[src/rtl/pcm_bslot_pkg.sv]
// Shared definitions for the PCM B-channel serial port.
// Assumes a bit period of exactly two data-clock periods.
package pcm_bslot_pkg;
    // Data-clock edges (rise, fall, rise, fall) in one PCM bit.
    localparam int EDGES_PER_BIT = 4;

    // Channel select encoding.
    typedef enum logic {
        SLOT_B1 = 1'b0,
        SLOT_B2 = 1'b1
    } slot_e;
endpackage

[src/rtl/pcm_bslot_sync.sv]
// Synchronizes the three asynchronous bus inputs into the system clock
// domain and produces single-cycle edge strobes for clock and sync.
// Assumes clk is at least about four times faster than the data clock.
module pcm_bslot_sync #(
    parameter int SYNC_STAGES = 2
) (
    input  logic clk,
    input  logic rst_n,
    input  logic bus_clk_i,
    input  logic frame_sync_i,
    input  logic ser_in_i,
    output logic dk_o,
    output logic fs_o,
    output logic din_o,
    output logic rise_dk_o,
    output logic fall_dk_o,
    output logic rise_fs_o
);
    localparam int LAST = SYNC_STAGES - 1;

    logic [2:0] stage_q [SYNC_STAGES];
    logic       dk_q;
    logic       fs_q;

    // Shift the raw inputs through the synchronizer chain.
    always_ff @(posedge clk) begin
        if (!rst_n) begin
            for (int i = 0; i < SYNC_STAGES; i++) stage_q[i] <= '0;
        end else begin
            stage_q[0] <= {ser_in_i, frame_sync_i, bus_clk_i};
            for (int i = 1; i < SYNC_STAGES; i++) stage_q[i] <= stage_q[i-1];
        end
    end

    assign dk_o  = stage_q[LAST][0];
    assign fs_o  = stage_q[LAST][1];
    assign din_o = stage_q[LAST][2];

    // Remember the previous synchronized levels for edge detection.
    always_ff @(posedge clk) begin
        if (!rst_n) begin
            dk_q <= 1'b0;
            fs_q <= 1'b0;
        end else begin
            dk_q <= dk_o;
            fs_q <= fs_o;
        end
    end

    assign rise_dk_o = dk_o & ~dk_q;
    assign fall_dk_o = ~dk_o & dk_q;
    assign rise_fs_o = fs_o & ~fs_q;
endmodule

[src/rtl/pcm_bslot_timer.sv]
// Frame timer: finds the frame-start point, counts data-clock edges from
// it, checks that the sync spacing repeats (lock), and derives the channel
// window, the bit index and the receive sample strobes.
// Assumes edge strobes arrive from pcm_bslot_sync, at most one per cycle.
module pcm_bslot_timer
    import pcm_bslot_pkg::*;
#(
    parameter int CNT_W  = 12,
    parameter int WORD_W = 8,
    parameter int IDX_W  = $clog2(WORD_W)
) (
    input  logic             clk,
    input  logic             rst_n,
    input  logic             dk_i,
    input  logic             fs_i,
    input  logic             rise_dk_i,
    input  logic             fall_dk_i,
    input  logic             rise_fs_i,
    input  logic             slot_sel_i,
    output logic             start_ev_o,
    output logic             locked_o,
    output logic             chan_start_o,
    output logic             in_window_o,
    output logic [IDX_W-1:0] bit_idx_o,
    output logic             samp_ev_o,
    output logic             last_bit_o
);
    localparam int               CHAN_EDGES = WORD_W * EDGES_PER_BIT;
    localparam logic [CNT_W-1:0] CNT_MAX    = '1;
    localparam logic [CNT_W-1:0] CHAN_LEN   = CNT_W'(CHAN_EDGES);

    logic             pend_q;
    logic             locked_q;
    slot_e            slot_q;
    logic [CNT_W-1:0] hcnt_q;
    logic [CNT_W-1:0] period_q;
    logic [CNT_W-1:0] hcnt_inc;
    logic [CNT_W-1:0] meas;
    logic [CNT_W-1:0] base;
    logic [CNT_W-1:0] pos_cur;
    logic [CNT_W-1:0] pos_nxt;
    logic             edge_ev;

    // Frame start: sync rise while clock high, or first rise after sync.
    assign start_ev_o = (rise_fs_i & dk_i) | (pend_q & rise_dk_i);
    assign edge_ev    = rise_dk_i | fall_dk_i;

    // Hold a sync rise seen during the low phase until the next rise.
    always_ff @(posedge clk) begin
        if (!rst_n)                      pend_q <= 1'b0;
        else if (start_ev_o | rise_dk_i) pend_q <= 1'b0;
        else if (rise_fs_i & ~dk_i)      pend_q <= 1'b1;
    end

    // Saturating increment and spacing measured at a frame start.
    always_comb begin
        hcnt_inc = (hcnt_q == CNT_MAX) ? hcnt_q : hcnt_q + 1'b1;
        meas     = rise_dk_i ? hcnt_inc : hcnt_q;
    end

    // Edge counter, restarted at every frame start.
    always_ff @(posedge clk) begin
        if (!rst_n)          hcnt_q <= CNT_MAX;
        else if (start_ev_o) hcnt_q <= '0;
        else if (edge_ev)    hcnt_q <= hcnt_inc;
    end

    // Channel select captured at frame start.
    always_ff @(posedge clk) begin
        if (!rst_n)          slot_q <= SLOT_B1;
        else if (start_ev_o) slot_q <= slot_e'(slot_sel_i);
    end

    // Spacing register and lock state.
    always_ff @(posedge clk) begin
        if (!rst_n) begin
            period_q <= CNT_MAX;
            locked_q <= 1'b0;
        end else if (start_ev_o) begin
            period_q <= meas;
            locked_q <= (meas == period_q) && (meas != CNT_MAX);
        end else if (fall_dk_i && (hcnt_q == '0) && !fs_i) begin
            locked_q <= 1'b0;
        end else if (edge_ev && (hcnt_inc > period_q)) begin
            locked_q <= 1'b0;
        end
    end

    assign locked_o = locked_q;

    // Position of the current and next edge inside the selected channel.
    always_comb begin
        base    = (slot_q == SLOT_B2) ? CHAN_LEN : '0;
        pos_cur = hcnt_q - base;
        pos_nxt = hcnt_inc - base;
    end

    // Channel window from MSB start up to the LSB's second falling edge.
    assign in_window_o = locked_q && (hcnt_q >= base) && (pos_cur < CHAN_LEN - 1'b1);
    assign bit_idx_o   = IDX_W'(pos_cur >> 2);

    // Transmit byte copy at the channel's first edge.
    assign chan_start_o = start_ev_o ? (slot_e'(slot_sel_i) == SLOT_B1)
                                     : (edge_ev && (slot_q == SLOT_B2)
                                        && (hcnt_q == CHAN_LEN - 1'b1));

    // Receive strobe at the second falling edge of each channel bit.
    assign samp_ev_o  = fall_dk_i && !start_ev_o && locked_q
                        && (hcnt_inc >= base) && (pos_nxt < CHAN_LEN)
                        && (pos_nxt[1:0] == 2'b11);
    assign last_bit_o = (pos_nxt == CHAN_LEN - 1'b1);
endmodule

[src/rtl/pcm_bslot_tx.sv]
// Transmit path: holds the byte written by the host, copies it at the
// channel start and presents the selected bit with its drive enable.
// Assumes bit index and window come from pcm_bslot_timer.
module pcm_bslot_tx #(
    parameter int WORD_W = 8,
    parameter int IDX_W  = $clog2(WORD_W)
) (
    input  logic              clk,
    input  logic              rst_n,
    input  logic [WORD_W-1:0] tx_byte_i,
    input  logic              tx_load_i,
    input  logic              chan_start_i,
    input  logic              in_window_i,
    input  logic [IDX_W-1:0]  bit_idx_i,
    output logic              ser_out_o,
    output logic              ser_oe_o
);
    logic [WORD_W-1:0] hold_q;
    logic [WORD_W-1:0] lat_q;
    logic [IDX_W-1:0]  sel_idx;

    // Capture the host byte whenever it is strobed.
    always_ff @(posedge clk) begin
        if (!rst_n)         hold_q <= '0;
        else if (tx_load_i) hold_q <= tx_byte_i;
    end

    // Copy the byte for this channel, taking a same-cycle strobe directly.
    always_ff @(posedge clk) begin
        if (!rst_n)            lat_q <= '0;
        else if (chan_start_i) lat_q <= tx_load_i ? tx_byte_i : hold_q;
    end

    // MSB first: bit index 0 selects the top bit.
    assign sel_idx   = IDX_W'(WORD_W - 1) - bit_idx_i;
    assign ser_out_o = in_window_i ? lat_q[sel_idx] : 1'b0;
    assign ser_oe_o  = in_window_i;
endmodule

[src/rtl/pcm_bslot_rx.sv]
// Receive path: shifts in one bit per sample strobe, MSB first, and
// presents the byte with a one-cycle valid pulse after the last bit.
// Assumes exactly WORD_W strobes per channel, the last one flagged.
module pcm_bslot_rx #(
    parameter int WORD_W = 8
) (
    input  logic              clk,
    input  logic              rst_n,
    input  logic              samp_ev_i,
    input  logic              last_bit_i,
    input  logic              din_i,
    output logic [WORD_W-1:0] rx_byte_o,
    output logic              rx_valid_o
);
    logic [WORD_W-2:0] shift_q;

    // Accumulate the incoming bits.
    always_ff @(posedge clk) begin
        if (!rst_n)         shift_q <= '0;
        else if (samp_ev_i) shift_q <= {shift_q[WORD_W-3:0], din_i};
    end

    // Deliver the byte and pulse valid on the last bit.
    always_ff @(posedge clk) begin
        if (!rst_n) begin
            rx_byte_o  <= '0;
            rx_valid_o <= 1'b0;
        end else begin
            rx_valid_o <= samp_ev_i & last_bit_i;
            if (samp_ev_i & last_bit_i) rx_byte_o <= {shift_q, din_i};
        end
    end
endmodule

[src/rtl/pcm_bslot_port.sv]
// Top of the PCM B-channel serial port: synchronizer, frame timer,
// transmit and receive paths. Assumes clk is several times faster than
// the bus data clock; the bus output buffer is driven by ser_oe_o.
module pcm_bslot_port #(
    parameter int WORD_W      = 8,
    parameter int CNT_W       = 12,
    parameter int SYNC_STAGES = 2
) (
    input  logic              clk,
    input  logic              rst_n,
    input  logic              bus_clk_i,
    input  logic              frame_sync_i,
    input  logic              ser_in_i,
    input  logic              slot_sel_i,
    input  logic [WORD_W-1:0] tx_byte_i,
    input  logic              tx_load_i,
    output logic              ser_out_o,
    output logic              ser_oe_o,
    output logic [WORD_W-1:0] rx_byte_o,
    output logic              rx_valid_o
);
    localparam int IDX_W = $clog2(WORD_W);

    logic             dk, fs, din_s;
    logic             rise_dk, fall_dk, rise_fs;
    logic             start_ev, locked, chan_start, in_window;
    logic             samp_ev, last_bit;
    logic [IDX_W-1:0] bit_idx;

    pcm_bslot_sync #(.SYNC_STAGES(SYNC_STAGES)) u_sync (
        .clk          (clk),
        .rst_n        (rst_n),
        .bus_clk_i    (bus_clk_i),
        .frame_sync_i (frame_sync_i),
        .ser_in_i     (ser_in_i),
        .dk_o         (dk),
        .fs_o         (fs),
        .din_o        (din_s),
        .rise_dk_o    (rise_dk),
        .fall_dk_o    (fall_dk),
        .rise_fs_o    (rise_fs)
    );

    pcm_bslot_timer #(.CNT_W(CNT_W), .WORD_W(WORD_W), .IDX_W(IDX_W)) u_timer (
        .clk          (clk),
        .rst_n        (rst_n),
        .dk_i         (dk),
        .fs_i         (fs),
        .rise_dk_i    (rise_dk),
        .fall_dk_i    (fall_dk),
        .rise_fs_i    (rise_fs),
        .slot_sel_i   (slot_sel_i),
        .start_ev_o   (start_ev),
        .locked_o     (locked),
        .chan_start_o (chan_start),
        .in_window_o  (in_window),
        .bit_idx_o    (bit_idx),
        .samp_ev_o    (samp_ev),
        .last_bit_o   (last_bit)
    );

    pcm_bslot_tx #(.WORD_W(WORD_W), .IDX_W(IDX_W)) u_tx (
        .clk          (clk),
        .rst_n        (rst_n),
        .tx_byte_i    (tx_byte_i),
        .tx_load_i    (tx_load_i),
        .chan_start_i (chan_start),
        .in_window_i  (in_window),
        .bit_idx_i    (bit_idx),
        .ser_out_o    (ser_out_o),
        .ser_oe_o     (ser_oe_o)
    );

    pcm_bslot_rx #(.WORD_W(WORD_W)) u_rx (
        .clk        (clk),
        .rst_n      (rst_n),
        .samp_ev_i  (samp_ev),
        .last_bit_i (last_bit),
        .din_i      (din_s),
        .rx_byte_o  (rx_byte_o),
        .rx_valid_o (rx_valid_o)
    );
endmodule

[config.mk]
export PLATFORM = sky130hd
export DESIGN_NAME = pcm_bslot_port
export DESIGN_NICKNAME = d
export VERILOG_FILES = /design/src/rtl/pcm_bslot_pkg.sv /design/src/rtl/pcm_bslot_sync.sv /design/src/rtl/pcm_bslot_timer.sv /design/src/rtl/pcm_bslot_tx.sv /design/src/rtl/pcm_bslot_rx.sv /design/src/rtl/pcm_bslot_port.sv
export SDC_FILE = /design/constraint.sdc
export NUM_CORES = 1
export LEC_CHECK = 0
export BUFFER_PORTS_ARGS = -buffer_cell sky130_fd_sc_hd__buf_2
export CAP_MARGIN = 10
export CORE_ASPECT_RATIO = 0.8
export CORE_MARGIN = 8
export CORE_UTILIZATION = 50
export DETAILED_ROUTE_END_ITERATION = 10
export GPL_ROUTABILITY_DRIVEN = 0
export PLACE_DENSITY = 0.79
export SLEW_MARGIN = 20
export SYNTH_ARGS = -nofsm -noshare
export SYNTH_HDL_FRONTEND = slang
export SYNTH_SLANG_ARGS = --single-unit
[constraint.sdc]
create_clock -name clk -period 2.65 [get_ports clk]
set_clock_uncertainty 0.15 [all_clocks]
set_input_delay 0.3975 -clock clk [delete_from_list [all_inputs] [get_ports clk]]
set_output_delay 0.3975 -clock clk [all_outputs]
set_load 0.01 [all_outputs]
# After elaboration in Yosys (flattened, before gate mapping)
# Memory sizes are Yosys's and may differ from the RTL's.
# Cells that the tools add are included.
# Widths: inputs -> output; s select.
# word_totals
reg_bits,61
ramBits,6
in_bits,15
elab_cells,82
memories,1
# memory_table
memory,words,width,read_ports,rd_clocked_by_memory_dff,write_ports,line_no,source
u_sync.stage_q,2,3,2,0,2,pcm_bslot_sync.sv:21,logic [2:0] stage_q [SYNC_STAGES];
# op_classes
addsub,4
order_cmp,6
eq_ne,6
n_mux,17
bitwise,17
reduce_logical,19
# op_table
cell,n
$mux 12,4
$eq 12x5->1 const B,2
$ge 12x12->1,2
$sub 12x12->12,2
$logic_and 1x1->1,13
$add 12x1->12 const B,1
$eq 12x12->1,1
$eq 12x12->1 const B,1
$gt 12x12->1,1
$logic_not 12->1,1
$lt 12x5->1 const B,1
$lt 12x6->1 const B,1
$ne 12x12->1 const B,1
$mux 1,8
$mux 8,1
$and 1x1->1,7
$mux 3,2
$mux 6,1
$not 1->1,5
$or 1x1->1,5
$lt 3x4->1 const B,1
$bmux 1 s3,1
$reduce_bool 3->1,1
$sub 3x3->3 const A,1
4 further kinds,5

# Depth between registers and ports, before layout
# Gate-level depths: netlist (run 1).
# logic_depth
depth_word,11
ltp_mapped,14
ltp_nobuf,13

# Hierarchy
# Synthesis (run 1) repeated with hierarchy kept, for this count alone.
# unflattened
cells_unflattened,462
area_unflattened_um2,4005.1
# modules_own_cells
mod,instances,cells_each,area_per_inst_um2,seq_area_each_um2
pcm_bslot_timer,1,321,2459.9,540.5
pcm_bslot_rx,1,62,659.4,320.3
pcm_bslot_tx,1,60,656.9,320.3
pcm_bslot_sync,1,19,229.0,160.2

# Worst setup path before layout (run 1)
# No wires, ideal clock.
# synth_timing
path_kind,register to register
start,reg u_timer.hcnt_q[1]
end,reg u_timer.locked_q (netlist: u_timer.locked_o)
arrival_ps,2629
t_required_ps,2371
slack_ps,-258
path_stages_with_launch,13
cell_sequence,dfxtp_1 -> ha_1 -> nand3_1 -> nor4_4 -> nor3_1 -> or2_2 -> ha_1 -> nand3_1 -> nor2_1 -> nand2_1 -> o221a_2 -> o31ai_1 -> o41ai_1
# synth_via
elab_chain_len,6
elab_cells_between_ends,15
# synth_rtl
element,line_no,source
"start, declared",pcm_bslot_timer.sv:35,logic [CNT_W-1:0] hcnt_q;
"start signal, assigned",pcm_bslot_timer.sv:65,else if (edge_ev) hcnt_q <= hcnt_inc;
"parallel branches: the longest is 6 deep, another holds $add 12x1->12",n/a,
"end signal, assigned",pcm_bslot_timer.sv:81,locked_q <= (meas == period_q) && (meas != CNT_MAX);
"end, declared",pcm_bslot_timer.sv:33,logic locked_q;
# Parallel ways; which one is timed is not known.
# A chain may end at the register's enable or synchronous reset.

# Worst setup path after layout (run 1)
# Same ends and word-level chain as after synthesis.

==> reports/results.tsv, run 1 <==
stage	metric	value	unit
sta	finalCritPeriodShare	1.07	
route	routed.top_layer	met4	
floorplanning	ioPinCount	26	
yosys	synthTopCellsByArea	dfxtp_1 33%, ha_1 5.9%, nor2_1 5.5%	
yosys	async_reset_ff_frac	0	
yosys	synth_largest_area_cell	dfxtp_1	
yosys	synth_top_area_share	0.331	
critical_path	cp-end-kind	flip-flop	
placed_design	dp_hpwl	9160	µm
sta	worstMarginPinSlew	0.662	ns
critical_path	worstPathMaxFanout	4	
final_layout	nFillCells	551	
cts	clk_pin_slew_worst_paths	0.09	ns
sta	max_freq	354	MHz
yosys	synth_fp_nets	540	
route	wirelength	15300	µm
route	firstDrtPassIters	9	
route	wl_met2	6700	µm
global_route	grt_pass1_vias	4293	
sta	fin_crit	2.82	ns
route	ant_nets	0	
cts	cts_root_buffer	clkbuf_8	
outcome	status	complete, but fails checks	
route	drc	0	
global_route	grtUsageTotal	0.245	
sta	slew_headroom	0.557	
final_layout	fin_nets	640	
cts	postCtsHoldBufs	0	
cts	htree_num_levels	3	
global_route	grt-ovfl-total	0	
min_path	min_path_type	in -> reg	
final_layout	utilization	0.699	
pwr	seq_power_share	0.192	
route	wl_met1	5550	µm
sta	rsz0062_at_grt	true	
floorplanning	die-area	0.0113	mm²
final_layout	area_delta_synth_final	36.6	%
critical_path	startpoint_type	flip-flop	
yosys	yosysSeqAreaShare	0.331	
pwr	p_comb_frac	0.660	
sta	setup_ws	-0.172	ns
pwr	peakVddDrop	636	µV
pwr	clockPowerShare	0.149	
final_layout	finish.instance_area	0.00553	mm²
route	via_per_inst	6.57	
sta	setup-tns-final	-2.40	ns
final_layout	drive_above_1_share	0.360	
route	post_drt_wl_per_cell	21.3	µm
floorplanning	core	0.00791	mm²
yosys	ys_types	64	
critical_path	critical_path_class	reg -> reg	
pwr	p_leak	0.00246	µW
yosys	yosysWarnings	0	
global_route	antenna_found_initial	0	
yosys	synth_edf_count	0	
placed_design	dp.cells	676	
floorplanning	start_util	0.512	
floorplanning	rows	29	
sta	report.final.slew_viol_count	0	
route	wl_met3	1890	µm
sta	timing.final.hold_violations	0	
yosys	ys_seq_elements	67	
outcome	violations	negative setup slack	
cts	clk_latency	0.37	ns
cts	clockBufferDepth	2	
yosys	syn_avg_cell_area	8.00	µm²
cts	cts_sinks	67	
pwr	p_sw_frac	0.439	
route	via_count	4722	
route	drt_iter0_drc	881	
run	maxCapViolCount	0	
cts	cts_tree	yes	
pwr	internal-power	3320	µW
placed_design	dpl-instance-area	0.00470	mm²
yosys	syn_area	0.00405	mm²
floorplanning	die_y	96.5	µm
cts	numCtsBuffers	9	
final_layout	diodes	0	
placed_design	io_buffers	25	
sta	setup_violations	18	
critical_path	cp_data_required_time	2.76	ns
critical_path	crit_arrival	2.93	ns
floorplanning	die_x	117	µm
global_route	grt_pass1_wl	21500	µm
yosys	synth_cells	506	
global_route	grt_max_degree	34	
pwr	power_density	1070	mW/mm²
yosys	ys.flop_type	dfxtp_1	
pwr	switchingPower	2600	µW
final_layout	layout.cells.non_filler	719	
==> cells in the final DEF, fill, tap and decap left out, types with 4 or more instances in the layout <==
master	Yosys	routed
buf_4	5	85
dfxtp_1	67	57
nor2_1	59	56
nand2_1	55	51
o21ai_0	35	25
buf_2	5	25
inv_1	24	24
a21oi_1	30	21
ha_1	19	14
mux2i_1	13	13
nand3_1	21	13
xnor2_1	18	13
nand4_1	11	11
xor2_1	11	11
a21oi_2	0	9
a211oi_1	9	9
clkbuf_8	0	9
buf_6	2	9
o21ai_2	0	7
nor3_1	10	7
o211ai_1	7	7
and2_1	7	7
and3_1	7	6
a21o_1	6	6
nand3_2	2	6
xnor2_2	0	5
dfxtp_4	0	5
dfxtp_2	0	5
nand3_4	0	4
nand2_2	0	4
nor2b_1	4	4
nor4_1	6	4
==> critical path, cell delays in order (launching register included) <==
cell	delay, ns
dfxtp_4	0.38
ha_4	0.18
buf_12	0.11
nand4_1	0.20
a2bb2oi_2	0.28
buf_4	0.17
ha_4	0.19
a21o_1	0.19
a21o_1	0.18
a21o_1	0.17
a21oi_2	0.14
o221a_4	0.22
o31ai_4	0.06
o41ai_2	0.08
==> power groups by stage <==
stage	combinational [µW]	clock, µW	sequential (µW)
after floorplan	1520	0	1120
after global placement	2470	0	1130
after detailed placement	2540	0	1130
after CTS	3000	855	1120
after global routing	4030	913	1140
final	3910	881	1140
==> final timing paths <==
path | to | startpoint | cells after the start | slack, ns
worst max-delay path | u_timer.locked_o$_SDFFE_PN0P_ | u_timer.hcnt_q[1]$_SDFFE_PN1P_ | 13 | -0.17
worst min-delay path | u_sync.stage_q[0][0]$_SDFF_PN0_ | bus_clk_i | 2 | 0.09
worst max register to register | u_timer.locked_o$_SDFFE_PN0P_ | u_timer.hcnt_q[1]$_SDFFE_PN1P_ | 13 | -0.17
worst min register to register | u_sync.stage_q[0][4]$_SDFF_PN0_ | u_sync.stage_q[0][1]$_SDFF_PN0_ | 1 | 0.30
==> layer usage <==
metal / up-vias / GRT usage
met2: 428 / 0.382
met5: - / 0.0267
li1: 2004 / -
met1: 2131 / 0.296
met3: 159 / 0.0714
met4: 0 / 0.146
==> synth_stat cells, drive strengths merged, types with 2 or more instances <==
cell	number
a211oi	9
inv	24
nor2	59
o41ai	2
and2	7
o211ai	7
clkbuf	16
ha	19
o2111ai	2
nand3	23
nor4b	2
nor4	9
or2	2
a22oi	2
dfxtp	67
xnor2	18
a21boi	2
mux2i	14
nand4	12
and3	7
nand2	55
mux4	2
a21o	6
nor2b	4
o22ai	3
or3	2
a21oi	30
xor2	12
o311ai	2
buf	16
o21ai	35
a311o	2
nor3	11
and4	5
==> metrics by stage <==
| stage | hold WS [ns] | setup WS, ns | total power [µW] |
|---|---|---|---|
| 2_1_floorplan | 0.262 | -0.0227 | 2640 |
| 3_3_place_gp | 0.269 | -0.0582 | 3600 |
| 3_5_place_dp | 0.272 | -0.289 | 3680 |
| 4_1_cts | 0.0969 | -0.0976 | 4980 |
| 5_1_grt | 0.0957 | -0.217 | 6080 |
| 6_report | 0.0873 | -0.172 | 5920 |
==> layout make-up <==
| cell class | instances | area, µm² | share of cell area |
|---|---|---|---|
| tap | 108 | 135 | 0.0244 |
| multi-input combinational | 382 | 2840 | 0.513 |
| timing repair buffer | 121 | 905 | 0.164 |
| sequential | 67 | 1370 | 0.247 |
| clock inverter | 6 | 66.3 | 0.0120 |
| clock buffer | 10 | 128 | 0.0231 |
| inverter | 25 | 93.8 | 0.0170 |
==> what timing repair did <==
action / in CTS / in global routing
buffers inserted: 16 / 11
endpoints found under the setup margin: 18 / 18
resized for setup: 36 / 67
pin swaps: 15 / 38
==> logic make-up after synthesis <==
logic type                 Yosys count  share of synthesized area
and+or+nand+nor                    201                      0.250
adders and majority gates           19                     0.0587
buffers and inverters               57                     0.0627
DFF                                 67                      0.331
muxes                               17                     0.0516
AOI/OAI and AO/OA                  115                      0.179
xor gates and xnor gates            30                     0.0667
==> registers in the layout (all words and copies together) (netlist names), 6 cells and up <==
| name | cells |
|---|---|
| u_timer.period_q | 12 |
| u_rx.shift_q | 7 |
| u_tx.hold_q | 8 |
| u_tx.lat_q | 8 |
| u_rx.rx_byte_o | 8 |
| u_timer.hcnt_q | 12 |
| u_sync.stage_q | 6 |
(Power assumes the default switching activity.)
==> run 2: changes to the inputs <==
--- a/config.mk
+++ b/config.mk
@@ -12,7 +12,7 @@
 export CORE_UTILIZATION = 50
 export DETAILED_ROUTE_END_ITERATION = 10
 export GPL_ROUTABILITY_DRIVEN = 0
-export PLACE_DENSITY = 0.79
+export PLACE_DENSITY = 0.77
 export SLEW_MARGIN = 20
 export SYNTH_ARGS = -nofsm -noshare
 export SYNTH_HDL_FRONTEND = slang
==> constraint.sdc (replaced) <==
create_clock -name clk -period 3.51 [get_ports clk]
set_clock_uncertainty 0.15 [all_clocks]
set_input_delay 0.5265 -clock clk [delete_from_list [all_inputs] [get_ports clk]]
set_output_delay 0.5265 -clock clk [all_outputs]
set_load 0.01 [all_outputs]
==> run 2 against run 1 <==
Against the previous run: the run now ends clean; critical path depth down 3; sequential share of layout area up 5.2 points; via count is 17% lower; critical endpoint unchanged; largest cell class unchanged; highest routed layer unchanged.
==> reports/results.tsv, run 2 (same netlist as run 1, synthesis figures left out) <==
stage	metric	value	unit	change
min_path	min_path_type	in -> reg		
critical_path	critPathBufInv	0		-2
cts	postCtsHoldBufs	0		unchanged
final_layout	layout_commonest_cell	dfxtp_1		
placed_design	dp_hpwl	8020	µm	-12%
outcome	status	finished, final reports clean		
critical_path	cpMaxStageDelayCell	dfxtp_1		
critical_path	reg2reg_from	u_timer.hcnt_q[7]$_SDFFE_PN1P_		
route	drt_iter0_drc	597		-32%
cts	clk_latency	0.35	ns	-0.02 ns
global_route	grt-ovfl-total	0		unchanged
sta	rsz0062_at_grt	false		
placed_design	io_buffers	25		unchanged
floorplanning	die_y	96.5	µm	unchanged
sta	setup_violations	0		-18
placed_design	dpl-instance-area	0.00426	mm²	-9.2%
route	post_drt_wl_per_cell	17.8	µm	-16%
cts	cts_root_buffer	clkbuf_8		
final_layout	final_cell_mix	66 x dfxtp_1, 59 x nor2_1, 55 x nand2_1, 35 x o21ai_0, 30 x a21oi_1		
floorplanning	die-area	0.0113	mm²	unchanged
route	firstDrtPassIters	6		-3
floorplanning	die_x	117	µm	unchanged
min_path	worstHoldPathCells	2		unchanged
critical_path	critical_path_class	reg -> reg		
cts	clockBufferDepth	2		unchanged
final_layout	diodes	0		unchanged
sta	worstMarginPinSlew	0.661	ns	-0.000819 ns
critical_path	r2r_end	u_timer.locked_o$_SDFFE_PN0P_		
critical_path	startpoint_type	flip-flop		
route	via_count	3920		-17%
run	maxCapViolCount	0		unchanged
cts	cts_tree	yes		
floorplanning	ioPinCount	26		unchanged
route	wirelength	11400	µm	-26%
min_path	whs_endpoint	u_sync.stage_q[0][0]$_SDFF_PN0_		
critical_path	crit_path_max_incr_delay	0.60	ns	+0.22 ns
global_route	grt_pass1_vias	3721		-13%
critical_path	worstPathMaxFanout	10		+6
critical_path	reg2reg_slack	0.30	ns	+0.47 ns
final_layout	area_delta_synth_final	10.8	%	
final_layout	regArea	0.00134	mm²	-1.7%
pwr	power_density	700	mW/mm²	-35%
global_route	antenna_found_initial	0		unchanged
sta	setup-tns-final	0	ns	+2.40 ns
route	via_per_inst	6.13		-6.6%
min_path	min-delay-start	bus_clk_i		
critical_path	r2r_cells	10		-3
final_layout	top_regs	u_timer.hcnt_q (12), u_timer.period_q (12)		
sta	timing.final.hold_violations	0		unchanged
floorplanning	start_util	0.512		unchanged
sta	slew_headroom	0.554		-0.00248
critical_path	crit_path_cell_trace	nand3_2 -> nor4_4 -> mux2i_2 -> ha_1 -> nand3_1 -> nor2_1 -> nand2_1 -> o221a_2 -> o31ai_1 -> o41ai_1		
final_layout	nFillCells	728		+32%
pwr	peakVddDrop	442	µV	-31%
final_layout	multiInputGateArea	0.00246	mm²	-13%
global_route	grtUsageTotal	0.215		-0.0305
global_route	grt_pass1_wl	18900	µm	-12%
sta	max_freq	311	MHz	-12%
route	drc	0		unchanged
floorplanning	rows	29		unchanged
critical_path	crit_arrival	3.30	ns	+0.37 ns
final_layout	drive_above_1_share	0.143		-0.217
critical_path	cp_data_required_time	3.59	ns	+0.83 ns
route	ant_nets	0		unchanged
critical_path	cp-end-kind	flip-flop		
sta	finalCritPeriodShare	0.915		-0.150
sta	report.final.slew_viol_count	0		unchanged
final_layout	fin_nets	560		-13%
floorplanning	core	0.00791	mm²	unchanged
cts	cts_sinks	67		unchanged
final_layout	finish.instance_area	0.00449	mm²	-19%
sta	fin_crit	3.21	ns	+0.391 ns
cts	htree_num_levels	3		unchanged
global_route	grt_max_degree	36		+5.9%
cts	clk_pin_slew_worst_paths	0.08	ns	about the same
cts	numCtsBuffers	9		unchanged
critical_path	cpLargestDelayFamily	simple AND/OR/NAND/NOR gates		
pwr	p_leak	0.00198	µW	-20%
==> run 2: cell count changes in the layout (fill, tap and decap cells not counted), sizes merged <==
cell / before / now
inv: 24 / 25
buf: 121 / 41
clkinvlp: 3 / 1
clkbuf: 10 / 11
==> run 2: worst max path at each step <==
stage                                         from                             end  slack [ns]  cells past startpoint
floorplan           u_timer.hcnt_q[1]$_SDFFE_PN1P_   u_timer.locked_o$_SDFFE_PN0P_        0.60                     12
global placement    u_timer.hcnt_q[6]$_SDFFE_PN1P_   u_timer.locked_o$_SDFFE_PN0P_        0.30                     10
detailed placement  u_timer.hcnt_q[6]$_SDFFE_PN1P_   u_timer.locked_o$_SDFFE_PN0P_        0.26                     10
CTS                 u_timer.hcnt_q[6]$_SDFFE_PN1P_  u_rx.rx_byte_o[4]$_SDFFE_PN0P_        0.18                      7
global route        u_timer.hcnt_q[7]$_SDFFE_PN1P_   u_timer.locked_o$_SDFFE_PN0P_        0.02                     10
finish              u_timer.hcnt_q[7]$_SDFFE_PN1P_   u_timer.locked_o$_SDFFE_PN0P_        0.30                     10
==> run 2: layer usage <==
layer  global-route usage  share of wire
met1                0.285           0.42
met5                    0              0
met3               0.0509           0.11
met4               0.0956          0.042
met2                0.326           0.43
==> run 2: through the flow <==
step | total power, µW | hold slack (ns) | setup WS [ns] | instances | utilization
floorplan | 1970 | 0.262 | 0.602 | 506 | -
global placement | 2350 | 0.270 | 0.296 | 622 | 0.539
detailed placement | 2380 | 0.276 | 0.257 | 622 | 0.539
CTS | 3090 | 0.227 | 0.180 | 638 | 0.566
global route | 3330 | 0.226 | 0.0235 | 639 | 0.567
finish | 3140 | 0.232 | 0.297 | 639 | 0.567
==> run 2: final cells by class <==
cell class / instances / area share
Clock buffer: 11 / 0.0337
Sequential cell: 67 / 0.299
Multi-Input combinational cell: 382 / 0.548
Clock inverter: 5 / 0.0134
Timing Repair Buffer: 41 / 0.0547
Inverter: 25 / 0.0209
Tap cell: 108 / 0.0301
==> run 2: worst reg2reg max path, delay by kind of cell (launching register included) <==
family | cells | cell delay [ns]
adder cells (fa/ha/maj) | 1 | 0.20
multiplexers | 1 | 0.41
AO/OA/AOI/OAI | 3 | 0.55
flip-flops | 1 | 0.60
AND/OR/NAND/NOR | 5 | 1.18
==> run 2: power breakdown <==
part           internal (µW)  total [µW]  switching (µW)
clock network            370         702             332
registers                800         887            86.9
logic                    594        1550             956
==> run 2: repair_timing <==
action | 4_1_cts | 5_1_grt
gates resized for setup | 0 | 2
buffers inserted | 0 | 1
hold endpoints to repair | 0 | 0
setup endpoints to repair | 0 | 15
==> run 3: changes to the inputs <==
--- a/config.mk
+++ b/config.mk
@@ -7,12 +7,16 @@
 export LEC_CHECK = 0
 export BUFFER_PORTS_ARGS = -buffer_cell sky130_fd_sc_hd__buf_2
 export CAP_MARGIN = 10
+export CELL_PAD_IN_SITES_DETAIL_PLACEMENT = 0
+export CELL_PAD_IN_SITES_GLOBAL_PLACEMENT = 1
 export CORE_ASPECT_RATIO = 0.8
 export CORE_MARGIN = 8
 export CORE_UTILIZATION = 50
+export CTS_BUF_LIST = sky130_fd_sc_hd__clkbuf_4
 export DETAILED_ROUTE_END_ITERATION = 10
 export GPL_ROUTABILITY_DRIVEN = 0
-export PLACE_DENSITY = 0.77
+export MAX_ROUTING_LAYER = met4
+export PLACE_DENSITY = 0.95
 export SLEW_MARGIN = 20
 export SYNTH_ARGS = -nofsm -noshare
 export SYNTH_HDL_FRONTEND = slang
==> run 3 against run 2 <==
Against the previous run: the run now ends with design-rule violations left; global-route usage about the same; largest cell class unchanged; clock-buffer cell count down 2; largest power group unchanged; cell area down 2.3%; flip-flop and latch count unchanged; final cell count down 0.16%; utilization fell by 1.3 points; setup slack got worse by 0.12 ns; first-iteration DRC count grew 5.5%; register-to-register slack worse by 0.12 ns; worst hold slack got worse by 0.093 ns; highest routed layer unchanged.
==> reports/results.tsv, run 3 (same netlist as run 1, synthesis figures left out) <==
stage	metric	value	unit	change
run	maxCapViolCount	0		unchanged
floorplanning	die_y	96.5	µm	unchanged
min_path	whs_endpoint	u_sync.stage_q[0][0]$_SDFF_PN0_		
cts	postCtsHoldBufs	0		unchanged
min_path	min_path_type	in -> reg		
sta	report.final.slew_viol_count	0		unchanged
sta	rsz0062_at_grt	false		
critical_path	reg2reg_from	u_timer.hcnt_q[1]$_SDFFE_PN1P_		
global_route	antenna_found_initial	0		unchanged
pwr	finalPower	2890	µW	-7.9%
pwr	switchingPower	1360	µW	-1.3%
global_route	grt_pass1_vias	3571		-4.0%
pwr	p_sw_frac	0.469		+0.0311
pwr	p_comb_frac	0.536		+0.042
critical_path	startpoint_type	flip-flop		
critical_path	r2r_end	u_timer.locked_o$_SDFFE_PN0P_		
final_layout	nFillCells	778		+6.9%
sta	slew_headroom	0.570		+0.0157
route	drt_iter0_drc	630		+5.5%
min_path	min-delay-start	bus_clk_i		
final_layout	layout_commonest_cell	dfxtp_1		
route	firstDrtPassIters	11		+5
final_layout	drive_above_1_share	0.142		-0.00162
pwr	seq_power_share	0.304		+0.021
cts	cts_tree	yes		
final_layout	multiInputGateArea	0.00245	mm²	-0.15%
route	via_count	3820		-2.6%
critical_path	reg2reg_slack	0.18	ns	-0.12 ns
critical_path	r2r_cells	14		+4
global_route	grt_pass1_wl	18300	µm	-3.1%
sta	max_freq	300	MHz	-3.6%
route	wirelength	11100	µm	-2.7%
global_route	grt-ovfl-total	0		unchanged
sta	timing.final.hold_violations	0		unchanged
route	wl_met2	4690	µm	-4.1%
floorplanning	rows	29		unchanged
sta	worstMarginPinSlew	0.638	ns	-0.0233 ns
pwr	peakVddDrop	318	µV	-28%
final_layout	fin_nets	559		-0.18%
final_layout	diodes	0		unchanged
route	via_per_inst	5.99		-2.4%
sta	fin_crit	3.33	ns	+0.118 ns
final_layout	area_delta_synth_final	8.25	%	
cts	clk_pin_slew_worst_paths	0.13	ns	+0.05 ns
final_layout	final_cell_mix	65 x dfxtp_1, 59 x nor2_1, 55 x nand2_1, 35 x o21ai_0, 30 x a21oi_1		
pwr	internal-power	1530	µW	-13%
critical_path	critical_path_class	reg -> reg		
floorplanning	die-area	0.0113	mm²	unchanged
floorplanning	start_util	0.512		unchanged
pwr	power_density	660	mW/mm²	-5.7%
placed_design	io_buffers	25		unchanged
route	ant_nets	0		unchanged
global_route	grt_max_degree	34		-5.6%
floorplanning	core	0.00791	mm²	unchanged
cts	htree_num_levels	3		unchanged
placed_design	dp_hpwl	8180	µm	+2.0%
critical_path	cp_data_required_time	3.69	ns	+0.10 ns
cts	postCtsSetupBuffers	0		unchanged
cts	cts_resized	0		unchanged
global_route	grtUsageTotal	0.215		about the same
cts	clk_latency	0.44	ns	+0.09 ns
critical_path	worstPathMaxFanout	7		-3
critical_path	cp-end-kind	flip-flop		
route	wl_met3	1170	µm	-3.3%
route	drc	9		+9
route	routed.top_layer	met4		
route	post_drt_wl_per_cell	17.4	µm	-2.6%
outcome	status	complete, but fails checks		
cts	numCtsBuffers	9		unchanged
cts	clockBufferDepth	2		unchanged
cts	cts_sinks	67		unchanged
floorplanning	ioPinCount	26		unchanged
min_path	worstHoldPathCells	2		unchanged
cts	cts_root_buffer	clkbuf_4		
sta	setup-tns-final	0	ns	unchanged
outcome	violations	design-rule violations		
sta	setup_violations	0		unchanged
final_layout	top_regs	u_timer.hcnt_q (12), u_timer.period_q (12)		
route	wl_met1	4850	µm	+0.89%
final_layout	regArea	0.00134	mm²	about the same
critical_path	crit_arrival	3.51	ns	+0.21 ns
sta	whs	0.139	ns	-0.0930 ns
sta	finalCritPeriodShare	0.949		+0.0337
floorplanning	die_x	117	µm	unchanged
pwr	p_leak	0.00193	µW	-2.4%
pwr	clockPowerShare	0.160		-0.064
## run 3: power groups by stage
stage,logic [µW],clock network (µW),registers (µW)
3_3_place_gp,1480,0,887
2_1_floorplan,1130,0,838
4_1_cts,1500,473,873
3_5_place_dp,1490,0,890
6_report,1550,462,878
5_1_grt,1680,503,884
## run 3: how the worst max path moves through the flow
stage / from / endpoint / slack (ns) / cells past startpoint
detailed placement: u_timer.hcnt_q[6]$_SDFFE_PN1P_ / u_timer.locked_o$_SDFFE_PN0P_ / 0.26 / 10
global route: u_timer.hcnt_q[5]$_SDFFE_PN1P_ / u_timer.locked_o$_SDFFE_PN0P_ / 0.002 / 10
floorplan: u_timer.hcnt_q[1]$_SDFFE_PN1P_ / u_timer.locked_o$_SDFFE_PN0P_ / 0.60 / 12
global placement: u_timer.hcnt_q[6]$_SDFFE_PN1P_ / u_timer.locked_o$_SDFFE_PN0P_ / 0.27 / 10
CTS: u_timer.hcnt_q[6]$_SDFFE_PN1P_ / u_timer.locked_o$_SDFFE_PN0P_ / 0.22 / 10
finish: u_timer.hcnt_q[1]$_SDFFE_PN1P_ / u_timer.locked_o$_SDFFE_PN0P_ / 0.18 / 14
## run 3: final cells by class
cell class	instances	area share
Timing Repair Buffer	40	0.0542
Clock buffer	9	0.0154
Tap cell	108	0.0308
Clock inverter	7	0.0117
Inverter	25	0.0214
Multi-Input combinational cell	382	0.560
Sequential cell	67	0.307
## run 3: critical path, stage by stage (launching register included)
cell	delay, ns
dfxtp_1	0.42
ha_1	0.21
nand3_1	0.28
nor4_4	0.39
buf_4	0.22
nor2_1	0.06
a21oi_1	0.22
ha_1	0.20
a21o_1	0.11
a21o_1	0.11
a21o_1	0.11
a21oi_1	0.06
o221a_2	0.26
o31ai_1	0.29
o41ai_1	0.13
## run 3: metal layers
metal	GRT usage	up-vias
li1	-	1828
met1	0.274	1732
met2	0.307	206
met3	0.0758	54
met4	0.0776	0
met5	-	-
## run 3: metrics by stage
step	utilization	std cells	setup WS [ns]	area [µm²]
3_3_place_gp	0.539	622	0.267	4260
3_5_place_dp	0.539	622	0.259	4260
2_1_floorplan	-	506	0.602	4050
4_1_cts	0.554	638	0.224	4380
6_report	0.554	638	0.178	4380
5_1_grt	0.554	638	0.00190	4380
